File: src/rtl/ext_irq_pkg.sv
package ext_irq_pkg;
  localparam int unsigned REG_W     = 8;
  localparam int unsigned BIT_STYLE = 0;
  localparam int unsigned BIT_MASK  = 1;
  localparam int unsigned BIT_ACK   = 2;
  localparam int unsigned BIT_PEND  = 3;
  localparam int unsigned BIT_PUDIS = 0;

  typedef struct packed {
    logic mask;
    logic level_style;
  } ctl_t;
endpackage

File: src/rtl/ext_irq_sync.sv
module ext_irq_sync #(
  parameter int unsigned STAGES = 2
) (
  input  logic clk,
  input  logic rst_n,
  input  logic pin_n,
  output logic level,
  output logic fall
);
  logic [STAGES-1:0] shift_q, shift_d;
  logic              prev_q, prev_d;

  generate
    if (STAGES == 1) begin : g_one
      always_comb shift_d = pin_n;
    end else begin : g_many
      always_comb shift_d = {shift_q[STAGES-2:0], pin_n};
    end
  endgenerate

  always_comb prev_d = shift_q[STAGES-1];

  // Reset to 0 so a pin held low across reset yields no falling edge.
  always_ff @(posedge clk or negedge rst_n) begin
    if (!rst_n) begin
      shift_q <= '0;
      prev_q  <= 1'b0;
    end else begin
      shift_q <= shift_d;
      prev_q  <= prev_d;
    end
  end

  assign level = shift_q[STAGES-1];
  assign fall  = prev_q & ~level;

  a_r9_no_fall_twice: assert property (@(posedge clk) disable iff (!rst_n)
    fall |=> !fall);
endmodule

File: src/rtl/ext_irq_pend.sv
module ext_irq_pend (
  input  logic clk,
  input  logic rst_n,
  input  logic fall,
  input  logic level,
  input  logic level_style,
  input  logic ack,
  output logic pend
);
  logic pend_q, pend_d;
  logic acked_q, acked_d;
  logic upd_en;

  always_comb begin
    pend_d  = pend_q;
    acked_d = acked_q;
    if (fall) begin
      pend_d  = 1'b1;
      acked_d = 1'b0;
    end else if (pend_q) begin
      if (!level_style) begin
        if (ack) pend_d = 1'b0;
        acked_d = 1'b0;
      end else if ((ack || acked_q) && level) begin
        pend_d  = 1'b0;
        acked_d = 1'b0;
      end else if (ack) begin
        acked_d = 1'b1;
      end
    end else begin
      acked_d = 1'b0;
    end
  end

  assign upd_en = fall | pend_q | acked_q;

  always_ff @(posedge clk or negedge rst_n) begin
    if (!rst_n) begin
      pend_q  <= 1'b0;
      acked_q <= 1'b0;
    end else if (upd_en) begin
      pend_q  <= pend_d;
      acked_q <= acked_d;
    end
  end

  assign pend = pend_q;

  a_r1_fall_sets: assert property (@(posedge clk) disable iff (!rst_n)
    fall |=> pend_q);
  a_r3_edge_ack_clears: assert property (@(posedge clk) disable iff (!rst_n)
    (!level_style && ack && !fall) |=> !pend_q);
  a_r4_low_holds: assert property (@(posedge clk) disable iff (!rst_n)
    (level_style && pend_q && !level) |=> pend_q);
  a_r4_needs_ack: assert property (@(posedge clk) disable iff (!rst_n)
    (level_style && pend_q && !ack && !acked_q) |=> pend_q);
endmodule

File: src/rtl/ext_irq_regs.sv
module ext_irq_regs
  import ext_irq_pkg::*;
#(
  parameter int unsigned ADDR_W   = 1,
  parameter int unsigned CTL_ADDR = 0,
  parameter int unsigned OPT_ADDR = 1
) (
  input  logic              clk,
  input  logic              rst_n,
  input  logic [ADDR_W-1:0] addr,
  input  logic              wr,
  input  logic [REG_W-1:0]  wdata,
  input  logic              pend,
  output logic [REG_W-1:0]  rdata,
  output ctl_t              ctl,
  output logic              pudis,
  output logic              sw_ack
);
  localparam logic [ADDR_W-1:0] CTL_SEL = ADDR_W'(CTL_ADDR);
  localparam logic [ADDR_W-1:0] OPT_SEL = ADDR_W'(OPT_ADDR);

  logic sel_ctl, sel_opt;
  logic ctl_en, opt_en;
  ctl_t ctl_q, ctl_d;
  logic pud_q, pud_d;
  logic unused_wbits;

  assign sel_ctl = (addr == CTL_SEL);
  assign sel_opt = (addr == OPT_SEL);
  assign ctl_en  = wr & sel_ctl;
  assign opt_en  = wr & sel_opt;

  always_comb begin
    ctl_d.mask        = wdata[BIT_MASK];
    ctl_d.level_style = wdata[BIT_STYLE];
    pud_d             = wdata[BIT_PUDIS];
  end

  always_ff @(posedge clk or negedge rst_n) begin
    if (!rst_n) begin
      ctl_q <= '0;
    end else if (ctl_en) begin
      ctl_q <= ctl_d;
    end
  end

  always_ff @(posedge clk or negedge rst_n) begin
    if (!rst_n) begin
      pud_q <= 1'b0;
    end else if (opt_en) begin
      pud_q <= pud_d;
    end
  end

  assign sw_ack = ctl_en & wdata[BIT_ACK];

  always_comb begin
    rdata = '0;
    if (sel_ctl) begin
      rdata[BIT_PEND]  = pend;
      rdata[BIT_MASK]  = ctl_q.mask;
      rdata[BIT_STYLE] = ctl_q.level_style;
    end else if (sel_opt) begin
      rdata[BIT_PUDIS] = pud_q;
    end
  end

  assign ctl          = ctl_q;
  assign pudis        = pud_q;
  assign unused_wbits = &{1'b0, wdata[REG_W-1:BIT_PEND]};

  a_r2_ack_reads_zero: assert property (@(posedge clk) disable iff (!rst_n)
    sel_ctl |-> (rdata[BIT_ACK] == 1'b0) && (rdata[REG_W-1:BIT_PEND+1] == '0));
  a_r8_opt_upper_zero: assert property (@(posedge clk) disable iff (!rst_n)
    sel_opt |-> (rdata[REG_W-1:BIT_PUDIS+1] == '0));
  a_r8_opt_write: assert property (@(posedge clk) disable iff (!rst_n)
    opt_en |=> (pudis == $past(wdata[BIT_PUDIS])));
endmodule

File: src/rtl/ext_irq_ctrl.sv
module ext_irq_ctrl
  import ext_irq_pkg::*;
#(
  parameter int unsigned SYNC_STAGES = 2,
  parameter int unsigned ADDR_W      = 1,
  parameter int unsigned CTL_ADDR    = 0,
  parameter int unsigned OPT_ADDR    = 1
) (
  input  logic              clk,
  input  logic              rst_n,
  input  logic              pin_n,
  input  logic [ADDR_W-1:0] bus_addr,
  input  logic              bus_wr,
  input  logic [7:0]        bus_wdata,
  output logic [7:0]        bus_rdata,
  input  logic              vec_ack,
  output logic              cpu_irq,
  output logic              pin_level,
  output logic              pullup_dis
);
  logic level, fall, pend, sw_ack, any_ack;
  ctl_t ctl;

  ext_irq_sync #(.STAGES(SYNC_STAGES)) sync_i (
    .clk(clk), .rst_n(rst_n), .pin_n(pin_n), .level(level), .fall(fall)
  );

  ext_irq_regs #(.ADDR_W(ADDR_W), .CTL_ADDR(CTL_ADDR), .OPT_ADDR(OPT_ADDR)) regs_i (
    .clk(clk), .rst_n(rst_n), .addr(bus_addr), .wr(bus_wr), .wdata(bus_wdata),
    .pend(pend), .rdata(bus_rdata), .ctl(ctl), .pudis(pullup_dis), .sw_ack(sw_ack)
  );

  assign any_ack = vec_ack | sw_ack;

  ext_irq_pend pend_i (
    .clk(clk), .rst_n(rst_n), .fall(fall), .level(level),
    .level_style(ctl.level_style), .ack(any_ack), .pend(pend)
  );

  assign cpu_irq   = pend & ~ctl.mask;
  assign pin_level = level;

  a_r6_mask_blocks: assert property (@(posedge clk) disable iff (!rst_n)
    ctl.mask |-> !cpu_irq);
  a_r5_flag_visible: assert property (@(posedge clk) disable iff (!rst_n)
    (bus_addr == ADDR_W'(CTL_ADDR) && cpu_irq) |-> bus_rdata[BIT_PEND]);
endmodule

File: config.mk
export PLATFORM = sky130hd
export DESIGN_NAME = ext_irq_ctrl
export DESIGN_NICKNAME = d
export VERILOG_FILES = /design/src/rtl/ext_irq_pkg.sv /design/src/rtl/ext_irq_sync.sv /design/src/rtl/ext_irq_pend.sv /design/src/rtl/ext_irq_regs.sv /design/src/rtl/ext_irq_ctrl.sv
export SDC_FILE = /design/constraint.sdc
export NUM_CORES = 1
export LEC_CHECK = 0
export BUFFER_PORTS_ARGS = -buffer_cell sky130_fd_sc_hd__buf_2
export CORE_AREA = 4 4 41 43
export CTS_CLUSTER_SIZE = 24
export DETAILED_ROUTE_END_ITERATION = 10
export DIE_AREA = 0 0 45 47
export SYNTH_ARGS = -nofsm -noshare
export SYNTH_HDL_FRONTEND = slang
export SYNTH_SLANG_ARGS = --single-unit
File: constraint.sdc
create_clock -name clk -period 1.3 [get_ports clk]
set_input_delay 0.065 -clock clk [delete_from_list [all_inputs] [get_ports clk]]
set_output_delay 0.065 -clock clk [all_outputs]
set_load 0.02 [all_outputs]
# Word level (Yosys, flattened, before mapping)
# Index checks and enable logic that the tools add are counted.
[word_totals]
in_bits = 14
regBits = 8
out_inout_bits = 11
[classes]
muxes = 13
bitwise_logic = 11
eq_ne = 1
reduce_logical = 3
[op_table]
columns = ["operator", "count"]
rows = [
  ["two-way mux 1 bit", 13],
  ["AND 1 bit", 5],
  ["inequality test 5 x 3 -> 1 bit (second input constant)", 1],
  ["NOT 1 bit", 3],
  ["OR 1 bit", 3],
  ["AND reduction 2 bit", 1],
  ["logical AND 1 bit", 1],
  ["logical OR 1 bit", 1],
]

# Depth between registers and ports, before layout
[logic_depth]
word_depth = 10
depth_mapped = 2
mapped_depth_nobuf = 2

# Hierarchy
# Synthesis repeated with hierarchy kept, for this count alone.
[hier_totals]
hier_cells = 33
area_unflattened_um2 = 395.4
[modules_own_cells]
columns = ["mod", "seq_area_each_um2", "area_per_inst_um2", "cells_each", "instances"]
rows = [
  ["ext_irq_regs", 75.1, 197.7, 18, 1],
  ["ext_irq_pend", 50.0, 96.3, 9, 1],
  ["ext_irq_sync", 75.1, 88.8, 4, 1],
  ["ext_irq_ctrl", 0.0, 12.5, 2, 1],
]

# Least setup slack after synthesis
# Ideal clock, no wire load.
[synth_path]
path_type = "reg-to-reg"
from = "reg sync_i.shift_q[1]"
to = "reg pend_i.acked_q"
path_buffers = 0
stages_incl_launch_ff = 3
period_less_slack_ps = 936
required_ps = 1234
setup_slack_ps = 364
setup_time_ps = 66
t_arrival_ps = 870
path_cell_list = "dfrtp_1 and4bb_2 o31a_1"
[synth_via]
elab_chain_len = 5
word_cells_on_any_way = 11
[synth_rtl]
columns = ["element", "line_no", "rtl"]
rows = [
  ["start: declaration", "ext_irq_sync.sv:10", "logic [STAGES-1:0] shift_q, shift_d;"],
  ["start signal: assignment", "ext_irq_sync.sv:29", "shift_q <= shift_d;"],
  ["logical AND 1 bit or NOT 1 bit (tied branches)", "ext_irq_pend.sv:24, ext_irq_sync.sv:35", ""],
  ["two-way mux 1 bit or AND 1 bit (tied branches)", "ext_irq_pend.sv:24, ext_irq_sync.sv:35", ""],
  ["two-way mux 1 bit or OR 1 bit (tied branches)", "ext_irq_pend.sv:21, ext_irq_pend.sv:35", ""],
  ["two-way mux 1 bit or OR 1 bit (tied branches)", "ext_irq_pend.sv:20, ext_irq_pend.sv:35", ""],
  ["two-way mux 1 bit or AND reduction 2 bit (tied branches)", "-", ""],
  ["end signal: assignment", "ext_irq_pend.sv:43", "acked_q <= acked_d;"],
  ["end: declaration", "ext_irq_pend.sv:11", "logic acked_q, acked_d;"],
]
# Parallel ways exist; a longest one is shown, timed or not.
# A chain may end at the register's enable or synchronous reset.

# Worst setup path after layout
[layout_path]
from = "reg regs_i.ctl_q, in the netlist regs_i.ctl[0]"
to = "out bus_rdata[0]"
[layout_via]
elab_chain_len = 1
[layout_rtl]
columns = ["element", "line_no", "rtl"]
rows = [
  ["start: declaration", "ext_irq_regs.sv:24", "ctl_t ctl_q, ctl_d;"],
  ["start signal: assignment", "ext_irq_regs.sv:43", "ctl_q <= ctl_d;"],
  ["two-way mux 1 bit", "ext_irq_regs.sv:59", "if (sel_ctl) begin"],
  ["end: declaration", "ext_irq_ctrl.sv:15", "output logic [7:0] bus_rdata,"],
]
# Every way passes these cells.

==> impl_metrics.toml <==
[status]
status = "finished, final reports clean"

[detailed_routing]
drt_pass1_iterations = 1
ant_nets = 0
first_iter_violations = 0
vias = 270
drcViolationCount = 0
viasPerCell = 4.355
post_drt_wl_per_cell_microns = 9.903
wl_microns = 614

[logic_synthesis]
synthCells = 29
synth_top_cell_by_area = "dfrtp_1"
synth_seq_cells = 8
yosysUniqueCellTypes = 13
syn_area_per_cell_sq_um = 13.03
synth_top_area_share_pct = 52.98
synthTopCellsByArea = "dfrtp_1, mux2_2, buf_4"
synth_warnings = 0
synthesis.area_sq_um = 377.9
yosysSeqAreaShare_pct = 52.98

[worst_setup_path]
cp-start-kind = "register"
cp_slowest_stage_delay_ps = 410
end_kind = "primary output"
r2r_start = "regs_i.ctl[0]$_DFFE_PN0N_"
crit_required_ps = 1240
r2r_setup_slack_ps = 410
cp_max_fo = 5
criticalPathCategory = "reg2out"
critPathArrivalTime_ps = 1080
worstPathCellList = "mux2_2 -> buf_2"
path_buf_inv = 1
timing.rr.end = "pend_i.pend$_DFFE_PN0P_"
r2r_cells = 2
cp_slowest_cell = "dfrtp_1"
path_delay_family = "flip-flops"

[floorplanning]
start_util_pct = 29.04
design.portCount = 25
die_area_sq_um = 2115
die_x_microns = 45
num_rows = 13
core_area_sq_um = 1301
die_h_microns = 47

[placed_design]
port_buffers = 14
post-dp-hpwl_microns = 513.6
placed_cell_area_sq_um = 444.2
gp_congestion = 0.6099

[clocking]
clock_sinks = 8
root_buffer = "clkbuf_4"
clk-insertion-delay-late_ps = 250
cts_tree = "yes"
clockBufferDepth = 2
cts_inserted_buffers = 3
htreeDepth = 1
clk_pin_slew_ps = 50
cts_setup_buffers = 0

[finish]
layout_commonest_cell = "buf_2"
area_delta_synth_final_pct = 28.81
final_area_sq_um = 486.7
diodes = 0
fin_util_pct = 37.40
num-fill-cells = 139
drive_above_1_share_pct = 51.06
final_cell_mix = "buf_2, dfrtp_1, conb_1"
nets = 63

[timing]
hold_viol = 0
setup_violations = 0
slew_viol_final = 0
clock.fmax_mhz = 875.2
finClkSkew_ps = 5.830
setup_tns_ps = 0
finalCritPeriodShare_pct = 87.89
holdWs_ps = 39.17
rsz0062_at_grt = "false"
fin_crit_ps = 1143

[worst_hold_path]
hold_path_end = "pend_i.pend$_DFFE_PN0P_"
hp-class = "in2reg"
holdPathStages = 2
hold_path.startpoint = "vec_ack"

[global_route]
gr-total-overflow = 0
track_usage_pct = 7.588
grt_max_degree = 9
grt_pass1_vias = 268
grt_pass1_wl_microns = 1083
antenna_found_initial = 0

[pwr]
powerDensity_nw_per_um2 = 1231
p_total_mw = 0.5990
vdd_drop_max_uv = 619.5
leakagePower_nw = 0.2450

[flow_run]
cap_violations = 0
[synth_stat cells]
cell type,n
dfrtp_1,8
and3b_1,1
o32ai_2,1
conb_1,1
mux2_2,4
nor2b_1,3
a21bo_2,1
a21oi_1,1
o31a_1,1
nand2_1,1
buf_4,5
and2b_1,1
and4bb_2,1
[kinds of logic after synthesis]
logic type             after synthesis  share of synthesized area (%)
DFF                                  8                          52.98
buffers and inverters                5                          9.935
other                                1                         0.9924
muxes                                4                          11.92
AOI/OAI and AO/OA                    4                          10.60
and+or+nand+nor                      7                          13.58
[report_power, final]
part / switching, mW / total [mW] / leakage, nW / internal, mW
clock: 0.0698 / 0.174 / 0.0138 / 0.105
combinational: 0.0722 / 0.133 / 0.135 / 0.0609
sequential: 0.0183 / 0.291 / 0.0960 / 0.273
total: 0.160 / 0.599 / 0.245 / 0.439
[sequential cells by signal (all words and copies together), names as in the netlist]
register / count
sync_i.prev_q: 1
regs_i.ctl: 2
regs_i.pudis: 1
sync_i.shift_q: 2
pend_i.acked_q: 1
pend_i.pend: 1
[metal layers]
layer	part of all wire, %	GRT usage [%]
met5	0	0
met4	1.6	3.509
met3	9.9	4.598
met2	56	12.71
met1	33	7.512
[repair_timing]
action                                 4_1_cts  5_1_grt
endpoints found under the hold margin        9        0
gates resized for setup                      0        0
hold buffers                                 2        0
[per-stage QoR]
stage	instances	setup WS, ps
floorplan	33	364.4
global placement	57	405.6
detailed placement	57	417.1
CTS	62	142.0
global route	62	87.22
finish	62	157.4
[how the worst max path moves through the flow]
| stage | cells past startpoint | end | from |
|---|---|---|---|
| 5_1_grt | 2 | bus_rdata[0] | regs_i.ctl[0]$_DFFE_PN0N_ |
| 3_5_place_dp | 2 | pend_i.pend$_DFFE_PN0P_ | regs_i.ctl[0]$_DFFE_PN0N_ |
| 4_1_cts | 2 | bus_rdata[0] | regs_i.ctl[0]$_DFFE_PN0N_ |
| 6_report | 2 | bus_rdata[0] | regs_i.ctl[0]$_DFFE_PN0N_ |
| 3_3_place_gp | 2 | pend_i.pend$_DFFE_PN0P_ | regs_i.ctl[0]$_DFFE_PN0N_ |
| 2_1_floorplan | 2 | pend_i.acked_q$_DFFE_PN0P_ | sync_i.shift_q[1]$_DFF_PN0_ |
[layout make-up]
type / instances / area [sq um] / area share, %
sequential: 8 / 200.2 / 41.13
multi-input combinational: 20 / 155.1 / 31.88
timing repair buffer: 16 / 90.09 / 18.51
clock buffer: 3 / 22.52 / 4.627
tap: 15 / 18.77 / 3.856
No activity file was read; power rests on OpenSTA's default activity.
